[src/rtl/spi_bootstream.sv]
module spi_bootstream #(
  parameter int ADDR_W      = 32,
  parameter int DLY_W       = 8,
  parameter int BLOCK_SHIFT = 9
) (
  input  logic                      clk,
  input  logic                      rst_n,
  input  logic                      cs_n,
  input  logic                      cfg_enable,
  input  logic                      cfg_quad,
  input  logic [ADDR_W-BLOCK_SHIFT-1:0] cfg_start,
  input  logic [DLY_W-1:0]          cfg_delay,
  output logic                      mem_rd_en,
  output logic [ADDR_W-1:0]         mem_addr,
  input  logic [7:0]                mem_rdata,
  output logic [3:0]                io_out,
  output logic [3:0]                io_oe,
  output logic                      boot_mode
);
  localparam logic [ADDR_W-1:0] ONE = {{(ADDR_W-1){1'b0}}, 1'b1};

  logic              busy_q, stream_q, first_q, done_q, quad_q;
  logic [DLY_W-1:0]  cnt_q;
  logic [2:0]        ph_q;
  logic [7:0]        sh_q;
  logic [ADDR_W-1:0] addr_q;

  wire [ADDR_W-1:0] start_addr = {cfg_start, {BLOCK_SHIFT{1'b0}}};
  wire armed   = cfg_enable & ~done_q;
  wire kick    = armed & ~busy_q & ~cs_n;
  wire last_ph = quad_q ? (ph_q == 3'd1) : (ph_q == 3'd7);
  wire load    = ~cs_n & ((kick & (cfg_delay == '0)) |
                          (busy_q & ~stream_q & (cnt_q == '0)) |
                          (busy_q & stream_q & last_ph));

  always_ff @(posedge clk or negedge rst_n) begin
    if (!rst_n) begin
      busy_q   <= 1'b0;
      stream_q <= 1'b0;
      first_q  <= 1'b0;
      done_q   <= 1'b0;
      quad_q   <= 1'b0;
      cnt_q    <= '0;
      ph_q     <= '0;
      sh_q     <= '0;
      addr_q   <= '0;
    end else if (cs_n) begin
      if (busy_q && first_q) done_q <= 1'b1;
      busy_q   <= 1'b0;
      stream_q <= 1'b0;
      first_q  <= 1'b0;
    end else begin
      if (kick) begin
        busy_q <= 1'b1;
        quad_q <= cfg_quad;
        cnt_q  <= cfg_delay - 1'b1;
        addr_q <= start_addr;
      end
      if (load) begin
        sh_q     <= mem_rdata;
        ph_q     <= '0;
        stream_q <= 1'b1;
        addr_q   <= (busy_q ? addr_q : start_addr) + ONE;
        if (stream_q) first_q <= 1'b1;
      end else if (stream_q) begin
        sh_q <= quad_q ? {sh_q[3:0], 4'b0} : {sh_q[6:0], 1'b0};
        ph_q <= ph_q + 3'd1;
      end else if (busy_q) begin
        cnt_q <= cnt_q - 1'b1;
      end
    end
  end

  wire driving = busy_q & stream_q & ~cs_n;

  assign io_oe     = driving ? (quad_q ? 4'b1111 : 4'b0010) : 4'b0000;
  assign io_out    = !driving ? 4'b0000 :
                     quad_q ? sh_q[7:4] : {2'b00, sh_q[7], 1'b0};
  assign mem_rd_en = armed;
  assign mem_addr  = (busy_q & ~cs_n) ? addr_q : start_addr;
  assign boot_mode = armed;

  AST_OFF_STAYS_IDLE: assert property (@(posedge clk) disable iff (!rst_n)
    (!cfg_enable && !busy_q) |=> !busy_q);
  AST_NEXT_ADDR_STEP: assert property (@(posedge clk) disable iff (!rst_n)
    load |=> (cs_n || (mem_rd_en && mem_addr == $past(mem_addr) + ONE)));
  AST_DISARM_AFTER_BYTE: assert property (@(posedge clk) disable iff (!rst_n)
    ($past(busy_q) && !busy_q && $past(first_q)) |-> done_q);
  AST_DISARM_STICKS: assert property (@(posedge clk) disable iff (!rst_n)
    done_q |=> done_q);
  AST_EARLY_ABORT_REARMS: assert property (@(posedge clk) disable iff (!rst_n)
    ($past(busy_q) && !busy_q && !$past(first_q)) |-> !done_q);
endmodule

[config.mk]
export PLATFORM = sky130hd
export DESIGN_NAME = spi_bootstream
export DESIGN_NICKNAME = d
export VERILOG_FILES = /design/src/rtl/spi_bootstream.sv
export SDC_FILE = /design/constraint.sdc
export NUM_CORES = 1
export LEC_CHECK = 0
export ABC_CLOCK_PERIOD_IN_PS = 3000
export BUFFER_PORTS_ARGS = -buffer_cell sky130_fd_sc_hd__buf_2
export CAP_MARGIN = 20
export CORE_MARGIN = 2
export CORE_UTILIZATION = 50
export CTS_CLUSTER_SIZE = 30
export DETAILED_ROUTE_END_ITERATION = 8
export PLACE_DENSITY = 0.73
export SLEW_MARGIN = 30
export SYNTH_ARGS = -nofsm -noshare
export SYNTH_HDL_FRONTEND = slang
export SYNTH_SLANG_ARGS = --single-unit
export TNS_END_PERCENT = 5
[constraint.sdc]
create_clock -name clk -period 3 [get_ports clk]
set_input_delay 0.45 -clock clk [delete_from_list [all_inputs] [get_ports clk]]
set_output_delay 0.45 -clock clk [all_outputs]
set_load 0.005 [all_outputs]
# --- Yosys cells after proc, flatten, opt, wreduce, memory -nomap -nowiden ---
# Index checks and enable logic that the tools add are counted.
totals:
  regBits: 56
  in_bits: 44
  output_inout_bits: 42
  word_cells: 70
classes:
  n_addsub: 4
  n_eq_ne: 2
  muxes: 25
  n_bitwise: 17
  reduce_logical: 13
ops:
  columns: ["cell", "n"]
  rows:
  - ["$mux W32", 4]
  - ["$mux W8", 7]
  - ["$add A32 B1 Y32 const B", 1]
  - ["$logic_not A8 Y1", 2]
  - ["$mux W4", 4]
  - ["$sub A8 B1 Y8 const B", 2]
  - ["$and A1 B1 Y1", 11]
  - ["$reduce_and A2 Y1", 5]
  - ["$reduce_bool A2 Y1", 5]
  - ["$mux W1", 8]
  - ["$mux W3", 2]
  - ["$not A1 Y1", 4]
  - ["$add A3 B1 Y3 const B", 1]
  - ["$eq A3 B1 Y1 const B", 1]
  - ["$eq A3 B3 Y1 const B", 1]
  - ["$or A1 B1 Y1", 2]
  - ["$logic_and A1 B1 Y1", 1]

# --- Depth between registers and ports, before layout ---
depth:
  depth_word: 10
  mapped_depth: 13
  depth_no_buf: 8

# --- Worst setup path before layout ---
# No wires, ideal clock.
synth_timing:
  path_type: "reg-to-reg"
  startpoint: "register busy_q"
  endpoint: "register addr_q[28]"
  setup_ns: 0.126
  arrival_ns: 2.854
  t_required_ns: 2.874
  setup_slack_ns: 0.020
  stages_incl_launch_ff: 14
  n_path_buf: 5
  synth_period_minus_slack_ns: 2.980
  cell_sequence: "dfrtp_1 > buf_6 > buf_4 > buf_2 > buf_1 > clkbuf_1 > and2_1 > ha_1 > nand4_1 > nor4_4 > nand4_2 > nor4b_1 > xor2_1 > mux2i_1"
synth_between:
  elab_chain_len: 9
  word_cells_on_any_way: 16
  classes_between: "1 x add/sub; 2 x mux; 11 x bitwise; 2 x reduce/logical"
synth_lines:
  columns: ["item", "line", "text"]
  rows:
  - ["start: declaration", "22", "logic busy_q, stream_q, first_q, done_q, quad_q;"]
  - ["start signal: assignment", "38", "busy_q <= 1'b0;"]
  - ["start signal: assignment", "49", "busy_q <= 1'b0;"]
  - ["start signal: assignment", "54", "busy_q <= 1'b1;"]
  - ["branches (longest 9 deep; another with $add A32 B1 Y32)", null, null]
  - ["end signal: assignment", "57", "addr_q <= start_addr;"]
  - ["end signal: assignment", "63", "addr_q <= (busy_q ? addr_q : start_addr) + ONE;"]
  - ["end: declaration", "26", "logic [ADDR_W-1:0] addr_q;"]
# Several ways; the timed one is not identified.
# A chain may end at the register's enable or synchronous reset.

# --- Final worst setup path ---
layout_timing:
  startpoint: "register busy_q"
  endpoint: "register addr_q[31]"
# The elaborated chain is that of the path after synthesis.

==> results.json <==
{
  "slew_headroom_pct": 62.8,
  "antenna_cells": 0,
  "portBuffers": 85,
  "startpoint_type": "register",
  "yosysSeqAreaShare_pct": 31.6,
  "seqPwrFrac_pct": 49.4,
  "async_flop_share_pct": 100,
  "antenna_found_initial": 0,
  "cpPeakStageDelay_ns": 0.54,
  "dpl_cell_area_um2": 4940,
  "synth_nets": 598,
  "hpwlAfterDp_um": 8380,
  "root_buffer": "clkbuf_8",
  "fill_cells": 818,
  "cts_made_buffers": 5,
  "htreeDepth": 2,
  "syn_avg_cell_area_um2": 8.10,
  "multi_input_area_um2": 2790,
  "dr_wl_met3_um": 577,
  "drive_gt1_share_pct": 21.1,
  "ff_latch_area_um2": 1400,
  "holdWs_ns": 0.313,
  "cts_buffer_depth": 2,
  "nNetsFinal": 671,
  "holdCritPathClass": "input pin to register",
  "ys.flop_type": "dfrtp_1",
  "grt_pass1_wl_um": 19300,
  "grt_max_degree": 35,
  "finalHoldViolations": 0,
  "clk_latency_ns": 0.33,
  "clock-sinks": 56,
  "start_util_pct": 51.2,
  "crit_required_ns": 3.22,
  "die_h_um": 98.2,
  "rows": 34,
  "avgRoutedWirePerCell_um": 15.3,
  "yosysWarnings": 0,
  "post_cts_buffers": 0,
  "power_switching_uw": 710,
  "p_clk_share_pct": 22.8,
  "finalSetupTns_ns": 0,
  "syn-cell-area_um2": 4440,
  "routabilityCongestion": 0.899,
  "m1WireLength_um": 5280,
  "crit_path_max_fanout": 34,
  "drtIter0Drc": 231,
  "core_um2": 8680,
  "p_leak_nw": 2.38,
  "met2_length_um": 5140,
  "finalSetupViolations": 0,
  "clkSlewWorstSetupHoldPaths_ns": 0.12,
  "period_minus_slack_ns": 2.58,
  "cp_num_buf_inv": 1,
  "synth-seq-cells": 56,
  "worst_clock_skew_ns": 0.0156,
  "ys_types": 63,
  "crit_chain": "buf_12 -> nand4b_1 -> a22oi_1 -> nand4_1 -> nor3b_1 -> mux2_1 -> a221oi_1",
  "ioPinCount": 86,
  "report.final.slew_viol_count": 0,
  "vias_per_cell": 5.77,
  "die-area_um2": 9650,
  "worst_path_dominant_cell_family": "simple AND/OR/NAND/NOR gates",
  "wl_um": 11200,
  "rsz0062_at_grt": "false",
  "cts_tree": "yes",
  "num_vias": 4215,
  "power_density_nw_per_um2": 396,
  "p_comb_share_pct": 27.7,
  "cp.arrival_ns": 2.81,
  "synth_edf_count": 0,
  "gr-total-overflow": 0,
  "synthCells": 548,
  "worst-slew-pin-transition_ns": 0.553,
  "dieWidth_um": 98.2,
  "critPathKind": "register to register",
  "drc": 0,
  "intPower_mw": 1.29,
  "drt_pass1_iterations": 4,
  "finalInstanceArea_um2": 5050,
  "crit_slowest_cell": "dfrtp_2",
  "grt_usage_pct": 23.8,
  "max_freq_ghz": 0.387,
  "cp-end-kind": "register",
  "cap_violations": 0,
  "area_growth_pct": 13.7,
  "grt_pass1_vias": 4001,
  "route.top_layer_used": "met4",
  "status": "finished, final reports clean",
  "post-route-period-util_pct": 86.2,
  "swShare_pct": 35.5,
  "peakVddDrop_uv": 191,
  "antenna_left": 0
}
[cell families (layout without fill, tap and decap cells)]
logic type	after synthesis	in the layout	synth area share (%)
flip-flops	56	56	31.6
AND/OR/NAND/NOR	257	257	29.7
adder cells (fa/ha/maj)	6	6	1.69
multiplexers	39	39	8.91
AO/OA/AOI/OAI	116	116	17.3
XOR/XNOR	27	27	5.33
buffers and inverters	47	121	5.55
[synth_stat cells (3+ instances only)]
master    instances  share of area [%]
and3_1            6               0.85
a32oi_1           5               0.99
nor3_1            8               0.90
dfrtp_1          56                 32
nand3_1          17                1.9
a22oi_1           4               0.68
nor4_4            3                1.4
buf_4             7                1.2
nand4b_1          3               0.59
a21oi_1          26                2.9
xnor2_1          10                2.0
o21ai_1          24                2.7
and2_1           22                3.1
inv_1            11               0.93
o21ai_0          10                1.1
nand2b_1          3               0.42
buf_2             5               0.56
mux2_2            3               0.76
a211oi_1          9                1.5
nand4_1          13                1.8
nand2_1         118                 10
nand3b_1          4               0.68
mux2i_1          35                7.9
nor2_1           32                2.7
buf_6             5                1.3
nor3b_1           7                1.2
nor4_1            4               0.56
a31oi_1          10                1.4
o22a_1            6                1.2
nor2b_1           3               0.42
clkbuf_1         16                1.4
xor2_1           17                3.4
ha_1              6                1.7
[power groups by stage]
stage	logic (mW)	registers, mW	clock network, mW
6_report	0.554	0.988	0.456
5_1_grt	0.625	1.01	0.487
4_1_cts	0.557	0.986	0.463
3_5_place_dp	0.554	1.00	0
3_3_place_gp	0.538	0.997	0
2_1_floorplan	0.390	0.961	0
[state kept, by name, summed over array words and instances, names as in the netlist]
| name | flops |
|---|---|
| quad_q | 1 |
| done_q | 1 |
| first_q | 1 |
| busy_q | 1 |
| addr_q | 32 |
| sh_q | 8 |
| ph_q | 3 |
| stream_q | 1 |
| cnt_q | 8 |
[layer usage]
| metal | GRT usage, % | vias up |
|---|---|---|
| met5 | 0 | - |
| met4 | 6.64 | 0 |
| met3 | 3.29 | 11 |
| met2 | 38.0 | 105 |
| met1 | 33.9 | 2009 |
| li1 | - | 2090 |
[what timing repair did]
item,in CTS,in global routing
resized for setup,0,0
hold endpoints to repair,8,0
hold buffers,1,0
[area by class of cell]
class	count	share of cell area, %
Multi-Input combinational cell	445	55.4
Sequential cell	56	27.8
Timing Repair Buffer	101	11.4
Tap cell	108	2.68
Clock buffer	5	1.36
Inverter	12	0.893
Clock inverter	3	0.545
[path summary, 6_finish.rpt]
| kind | startpoint | end | slack (ns) | cells past startpoint |
|---|---|---|---|---|
| worst min-delay path | mem_rdata[0] | sh_q[0] | 0.31 | 3 |
| worst min register to register | done_q | done_q | 0.47 | 1 |
| min in group asynchronous | rst_n | quad_q | 0.50 | 2 |
| worst max register to register | busy_q | addr_q[31] | 0.42 | 7 |
| worst max-delay path | busy_q | addr_q[31] | 0.42 | 7 |
| max in group asynchronous | rst_n | busy_q | 1.89 | 3 |
[through the flow]
step	power [mW]	util [%]	setup slack, ns	cells
floorplan	1.35	-	0.0197	548
global placement	1.53	56.9	0.530	721
detailed placement	1.55	56.9	0.446	721
CTS	2.01	58.1	0.389	730
global route	2.12	58.1	0.205	730
finish	2.00	58.1	0.415	730
[tightest hold or removal path: stages]
cell and delay [ns]:
buf_2 0.08, nand2_1 0.04, nand2_1 0.05
[cell usage in the layout, fill, tap and decap left out, types with 4 or more instances in the layout]
cell,n
nor3b_1,7
clkbuf_8,5
xnor2_1,10
a22oi_1,4
buf_4,13
a211oi_1,9
nand3b_1,4
nand3_1,17
a21oi_1,26
nor4_1,4
nand2_1,118
mux2i_1,35
nor3_1,8
nor2_1,32
ha_1,6
o21ai_0,10
a31oi_1,10
inv_1,11
dfrtp_1,55
and3_1,6
o22a_1,6
and2_1,22
xor2_1,17
o21ai_1,24
nand4_1,13
a32oi_1,5
buf_2,85
Power figures use the tool's default switching activity.
